**src/rtl/alu_chain_pkg.sv**
```systemverilog
package alu_chain_pkg;

  localparam int OPC_W = 4;

  typedef enum logic [OPC_W-1:0] {
    OP_ADD  = 4'd0,
    OP_ADC  = 4'd1,
    OP_SUB  = 4'd2,
    OP_SBC  = 4'd3,
    OP_CMP  = 4'd4,
    OP_CPC  = 4'd5,
    OP_AND  = 4'd6,
    OP_OR   = 4'd7,
    OP_XOR  = 4'd8,
    OP_COM  = 4'd9,
    OP_NEG  = 4'd10,
    OP_PASS = 4'd11
  } aluOp_e;

  typedef enum logic [2:0] {
    K_ARITH,
    K_LOGIC,
    K_COM,
    K_NEG,
    K_PASS
  } aluKind_e;

  typedef enum logic [1:0] {
    L_AND,
    L_OR,
    L_XOR
  } logicFn_e;

  // strobes from control to datapath
  typedef struct packed {
    aluKind_e kind;
    logicFn_e logicFn;
    logic     subtract;
    logic     useCarryIn;
    logic     chainZero;
    logic     writeBack;
    logic     flagAllow;
  } aluStrobe_t;

  typedef struct packed {
    logic c;
    logic z;
    logic n;
    logic v;
    logic s;
  } aluFlags_t;

endpackage

```
**src/rtl/alu_chain_ctrl.sv**
```systemverilog
module alu_chain_ctrl
  import alu_chain_pkg::*;
(
  input  logic [OPC_W-1:0] opCode,
  output aluStrobe_t       str
);

  always_comb begin
    str            = '0;
    str.kind       = K_PASS;
    str.logicFn    = L_AND;
    str.writeBack  = 1'b1;
    str.flagAllow  = 1'b1;
    case (opCode)
      OP_ADD: str.kind = K_ARITH;
      OP_ADC: begin
        str.kind       = K_ARITH;
        str.useCarryIn = 1'b1;
      end
      OP_SUB: begin
        str.kind     = K_ARITH;
        str.subtract = 1'b1;
      end
      OP_SBC: begin
        str.kind       = K_ARITH;
        str.subtract   = 1'b1;
        str.useCarryIn = 1'b1;
        str.chainZero  = 1'b1;
      end
      OP_CMP: begin
        str.kind      = K_ARITH;
        str.subtract  = 1'b1;
        str.writeBack = 1'b0;
      end
      OP_CPC: begin
        str.kind       = K_ARITH;
        str.subtract   = 1'b1;
        str.useCarryIn = 1'b1;
        str.chainZero  = 1'b1;
        str.writeBack  = 1'b0;
      end
      OP_AND: begin
        str.kind    = K_LOGIC;
        str.logicFn = L_AND;
      end
      OP_OR: begin
        str.kind    = K_LOGIC;
        str.logicFn = L_OR;
      end
      OP_XOR: begin
        str.kind    = K_LOGIC;
        str.logicFn = L_XOR;
      end
      OP_COM:  str.kind = K_COM;
      OP_NEG:  str.kind = K_NEG;
      OP_PASS: str.flagAllow = 1'b0;
      default: begin
        str.writeBack = 1'b0;
        str.flagAllow = 1'b0;
      end
    endcase
  end

endmodule

```
**src/rtl/alu_chain_datapath.sv**
```systemverilog
module alu_chain_datapath
  import alu_chain_pkg::*;
#(
  parameter int DATA_W = 8
) (
  input  logic              clk,
  input  logic              rstN,
  input  logic [DATA_W-1:0] opA,
  input  logic [DATA_W-1:0] regB,
  input  logic [DATA_W-1:0] immVal,
  input  logic              useImm,
  input  logic              flagWe,
  input  aluStrobe_t        str,
  output logic [DATA_W-1:0] result,
  output aluFlags_t         flags
);

  localparam int MSB = DATA_W - 1;
  localparam logic [DATA_W-1:0] MIN_NEG = {1'b1, {MSB{1'b0}}};

  logic [DATA_W-1:0] bSel;
  logic [DATA_W-1:0] bOp;
  logic              carryIn;
  logic [DATA_W:0]   sum;
  logic              arithC;
  logic              arithV;
  logic [DATA_W-1:0] logicRes;
  logic              zCur;
  aluFlags_t         flagsNext;

  // second operand and adder input
  always_comb begin
    bSel = useImm ? immVal : regB;
    bOp  = str.subtract ? ~bSel : bSel;
    if (str.useCarryIn)
      carryIn = str.subtract ? ~flags.c : flags.c;
    else
      carryIn = str.subtract;
    sum    = {1'b0, opA} + {1'b0, bOp} + {{DATA_W{1'b0}}, carryIn};
    arithC = str.subtract ? ~sum[DATA_W] : sum[DATA_W];
    arithV = (opA[MSB] == bOp[MSB]) && (sum[MSB] != opA[MSB]);
  end

  always_comb begin
    case (str.logicFn)
      L_OR:    logicRes = opA | bSel;
      L_XOR:   logicRes = opA ^ bSel;
      default: logicRes = opA & bSel;
    endcase
  end

  // result mux and next flags
  always_comb begin
    flagsNext = flags;
    case (str.kind)
      K_ARITH: begin
        result      = sum[MSB:0];
        flagsNext.c = arithC;
        flagsNext.v = arithV;
      end
      K_LOGIC: begin
        result      = logicRes;
        flagsNext.v = 1'b0;
      end
      K_COM: begin
        result      = ~opA;
        flagsNext.c = 1'b1;
        flagsNext.v = 1'b0;
      end
      K_NEG: begin
        result      = {DATA_W{1'b0}} - opA;
        flagsNext.c = (opA != '0);
        flagsNext.v = (opA == MIN_NEG);
      end
      default: result = bSel;
    endcase
    zCur        = (result == '0);
    flagsNext.z = str.chainZero ? (zCur & flags.z) : zCur;
    flagsNext.n = result[MSB];
    flagsNext.s = flagsNext.n ^ flagsNext.v;
  end

  // status register
  always_ff @(posedge clk) begin
    if (!rstN)
      flags <= '0;
    else if (flagWe && str.flagAllow)
      flags <= flagsNext;
  end

  p_hold_r9: assert property (@(posedge clk) disable iff (!rstN)
    !flagWe |=> $stable(flags));

  p_logic_clear_v_r8: assert property (@(posedge clk) disable iff (!rstN)
    (flagWe && str.flagAllow && str.kind == K_LOGIC) |=> !flags.v);

  p_logic_keep_c_r8: assert property (@(posedge clk) disable iff (!rstN)
    (flagWe && str.flagAllow && str.kind == K_LOGIC) |=> flags.c == $past(flags.c));

  p_chain_zero_r4: assert property (@(posedge clk) disable iff (!rstN)
    (flagWe && str.flagAllow && str.chainZero && !flags.z) |=> !flags.z);

  p_neg_zero_r12: assert property (@(posedge clk) disable iff (!rstN)
    (flagWe && str.flagAllow && str.kind == K_NEG && opA == '0) |=> (!flags.c && flags.z));

endmodule

```
**src/rtl/byte_alu_chain.sv**
```systemverilog
module byte_alu_chain
  import alu_chain_pkg::*;
#(
  parameter int DATA_W = 8
) (
  input  logic              clk,
  input  logic              rstN,
  input  logic [DATA_W-1:0] opA,
  input  logic [DATA_W-1:0] regB,
  input  logic [DATA_W-1:0] immVal,
  input  logic              useImm,
  input  logic [OPC_W-1:0]  opCode,
  input  logic              flagWe,
  output logic [DATA_W-1:0] result,
  output logic              resultValid,
  output logic              cFlag,
  output logic              zFlag,
  output logic              nFlag,
  output logic              vFlag,
  output logic              sFlag
);

  aluStrobe_t str;
  aluFlags_t  flags;

  alu_chain_ctrl i_ctrl (
    .opCode (opCode),
    .str    (str)
  );

  alu_chain_datapath #(.DATA_W(DATA_W)) i_dp (
    .clk    (clk),
    .rstN   (rstN),
    .opA    (opA),
    .regB   (regB),
    .immVal (immVal),
    .useImm (useImm),
    .flagWe (flagWe),
    .str    (str),
    .result (result),
    .flags  (flags)
  );

  assign resultValid = str.writeBack;
  assign cFlag = flags.c;
  assign zFlag = flags.z;
  assign nFlag = flags.n;
  assign vFlag = flags.v;
  assign sFlag = flags.s;

  p_cmp_nowrite_r5: assert property (@(posedge clk) disable iff (!rstN)
    (opCode == OP_CMP || opCode == OP_CPC) |-> !resultValid);

endmodule

```
**config.mk**
```make
export PLATFORM = sky130hd
export DESIGN_NAME = byte_alu_chain
export DESIGN_NICKNAME = d
export VERILOG_FILES = /design/src/rtl/alu_chain_pkg.sv /design/src/rtl/alu_chain_ctrl.sv /design/src/rtl/alu_chain_datapath.sv /design/src/rtl/byte_alu_chain.sv
export SDC_FILE = /design/constraint.sdc
export NUM_CORES = 1
export LEC_CHECK = 0
export ABC_CLOCK_PERIOD_IN_PS = 3990
export BUFFER_PORTS_ARGS = -buffer_cell sky130_fd_sc_hd__buf_4
export CORE_AREA = 4 4 69 77
export CTS_CLUSTER_DIAMETER = 150
export DETAILED_ROUTE_END_ITERATION = 16
export DIE_AREA = 0 0 73 81
export GPL_ROUTABILITY_DRIVEN = 1
export GPL_TIMING_DRIVEN = 0
export PLACE_DENSITY = 0.69
export SYNTH_ARGS = -nofsm -noshare
export SYNTH_HDL_FRONTEND = slang
export SYNTH_SLANG_ARGS = --single-unit
```
**constraint.sdc**
```tcl
create_clock -name clk -period 3.99 [get_ports clk]
set_input_delay 0.399 -clock clk [delete_from_list [all_inputs] [get_ports clk]]
set_output_delay 0.399 -clock clk [all_outputs]
set_load 0.03 [all_outputs]
```
==> impl_results.md <==
* Initial core utilization at 38.65%
* Synthesis Warnings at 0
* Sink Count at 5
* Initial antenna violation count at 0
* Post-synthesis instance total at 250
* Cts hold-fix bufs at 0
* First-pass GRT wire length at 8259 um
* HP Class: in2reg
* Crit path required time at 3.59 ns
* Worst vdd ir at 0.0001040 V
* Fin. max-slew vios at 0
* DRT Wirelength at 5199 um
* Achievable frequency at 259.2 MHz
* Yosys reg bits at 5
* Clock Pin Slew Worst Setup and Hold Paths at 0.04 ns
* P_leak at 0.001039 uW
* Core Box Area at 0.004587 mm2
* CP Capture Type: output port
* CTS tree: built
* Full die area at 0.005913 mm2
* R2r setup slk at 0.78 ns
* Vias/cell at 5.415
* Tcrit/Tclk final at 96.70%
* Mapped Avg Cell Area at 7.092 um2
* Routed via count at 1,917
* FP Rows at 26
* # DRC at 0
* Die Height at 81 um
* Max cap viols at 0
* Arrival time worst endpoint at 3.46 ns
* Worst skew pair latency at 0.23 ns
* Post-synthesis sequential area ratio at 5.646%
* Nets@finish at 359
* Setup violation total in the final timing report at 0
* Non-Filler Instances at 354
* M2 GR Usage at 29.16%
* CP Max Fanout at 10
* P&R area growth vs syn at 25.97%
* Yosys top cell area share at 18.35%
* Grt peak-use layer: met2
* Largest net degree at the start of global routing at 11
* Largest registers: i_dp.flags: 5 flops
* Syn_nets at 310
* WL/cell at 14.69 um
* Netlist cell types at 57
* Placed Cells at 350
* Top reg by flops: i_dp.flags
* Vias in the first global route at 1,761
* Post-synth EDFFs at 0
* Ant diodes at 0
* Port Buf Inserts at 44
* Dominant cells by area after synthesis: ha_1 18%, xnor2_1 6.4%, inv_1 5.7%
* Met3 Use GR at 1.114%
* Share of cells above drive strength 1 at 22.48%
* Post-layout min period at 3.858 ns
* GR Util met1 at 23.47%
* Final Hold Fails at 0
* PD cells at 227.7 mW/mm2
* Final GP Congestion at 0.8717
* Post-Route Skew at 0.002951 ns
* Ys async rst share at 0%
* Chip Width at 73 um
* Slew @ Worst Pin at 1.032 ns
* Dominant synthesized flop cell: dfxtp_1
* Relative slew slack at 30.26%
* Overflow after GRT at 0
* TritonCTS buffer count at 3
* DR pass1 iterations at 4
* Status: finished clean
* Hold_ws at 0.4490 ns
* CTS H-tree depth at 1
* WS Path Type: in2out
* ANT nets after route at 0
* Clock root buffer: clkbuf_8
* Top Ports at 46
* CP Launch Type: primary input
* Max reg flops at 5
* Synthesized area at 0.001773 mm2
* Synth area leader: ha_1
* Unrepaired setup endpoints after global routing: false
* Hpwl dp at 4108 um
* Starting DRT DRC Count at 137
* GRT Util Overall at 17.94%
* Longest Clk Path Bufs at 2
-- metal layers --
metal  part of all wire, %  vias up
li1                      -      985
met1                    46      860
met2                    46       54
met3                   5.5       18
met4                   3.3        0
met5                     0        -
-- cell families (layout without fill, tap and decap cells) --
| logic type | count (synthesis) | count (layout) | synth area share [%] |
|---|---|---|---|
| adder cells (fa/ha/maj) | 28 | 28 | 20.61 |
| multiplexers | 10 | 10 | 5.857 |
| XOR/XNOR | 15 | 15 | 7.410 |
| buffers and inverters | 40 | 88 | 9.598 |
| AND/OR/NAND/NOR | 82 | 82 | 23.22 |
| flip-flops | 5 | 5 | 5.646 |
| AO/OA/AOI/OAI | 70 | 70 | 27.66 |
-- synthesized netlist by cell type (all sizes together) (2+ instances only) --
| cell type | count |
|---|---|
| a2111oi | 2 |
| a211oi | 4 |
| a21o | 3 |
| a21oi | 18 |
| a221o | 2 |
| a22oi | 7 |
| a31oi | 4 |
| and2 | 5 |
| buf | 7 |
| clkbuf | 5 |
| dfxtp | 5 |
| fa | 2 |
| ha | 26 |
| inv | 28 |
| mux2 | 3 |
| mux2i | 7 |
| nand2 | 22 |
| nand2b | 6 |
| nand3 | 3 |
| nor2 | 21 |
| nor2b | 3 |
| nor3 | 8 |
| nor4bb | 2 |
| o21a | 4 |
| o21ai | 13 |
| o221ai | 2 |
| o31ai | 2 |
| or3 | 2 |
| xnor2 | 13 |
| xor2 | 2 |
-- final cells by class --
class,count,area (um2)
buffer,12,70.07
fill,473,2354
inverter,28,105.1
sequential,5,100.1
timing repair buffer,44,330.3
tap,56,70.07
multi-input combinational,205,1513
clock buffer,4,45.04
-- stage by stage --
step / power, uW / util (%) / TNS (ns) / area, um2 / setup slack, ns
floorplan: 301.5 / - / 0 / 1773 / 0.04742
global placement: 404.3 / 47.38 / -0.9753 / 2173 / -0.3759
detailed placement: 408.5 / 47.38 / -1.011 / 2173 / -0.3944
CTS: 508.7 / 48.42 / 0 / 2221 / 0.01938
global route: 552.2 / 48.69 / 0 / 2233 / 0.008263
finish: 508.4 / 48.69 / 0 / 2233 / 0.1317
-- worst max-delay path: stages --
cell	delay, ns
buf_4	0.13
buf_2	0.18
xnor2_1	0.23
nor2_1	0.08
clkbuf_4	0.22
xnor2_1	0.17
fa_1	0.45
fa_1	0.44
a211oi_2	0.23
o21ai_0	0.15
and3_1	0.21
nor3_1	0.14
o32a_1	0.24
buf_4	0.19
-- report_power, final --
| group | switching (uW) | total [uW] | internal (uW) |
|---|---|---|---|
| registers | 2.69 | 56.9 | 54.2 |
| clock network | 27.1 | 95.9 | 68.8 |
| logic | 203 | 356 | 153 |
| total | 233 | 508 | 276 |
-- cells in the final DEF (no fill, tap or decap), types with 5 or more instances in the layout --
cell	n
dfxtp_1	5
a21oi_1	17
mux2i_1	7
o21ai_0	11
nor3_1	7
buf_4	47
nor2_1	21
nand2_1	22
ha_1	26
a22oi_1	7
clkbuf_1	5
nand2b_1	6
inv_1	27
xnor2_1	13
-- final timing paths --
| kind | cells past startpoint | endpoint | start |
|---|---|---|---|
| worst max-delay path | 14 | result[6] | opCode[2] |
| worst min-delay path | 3 | i_dp.flags[4]$_SDFFE_PN0P_ | rstN |
| worst max register to register | 12 | i_dp.flags[3]$_SDFFE_PN0P_ | i_dp.flags[4]$_SDFFE_PN0P_ |
| worst min register to register | 2 | i_dp.flags[1]$_SDFFE_PN0P_ | i_dp.flags[1]$_SDFFE_PN0P_ |
-- repair_timing --
item	CTS	global route
hold endpoints to repair	0	0
gates resized for setup	2	3
setup buffers	0	0
endpoints found under the setup margin	4	3
Note: power is estimated with default switching activity, not from simulation.
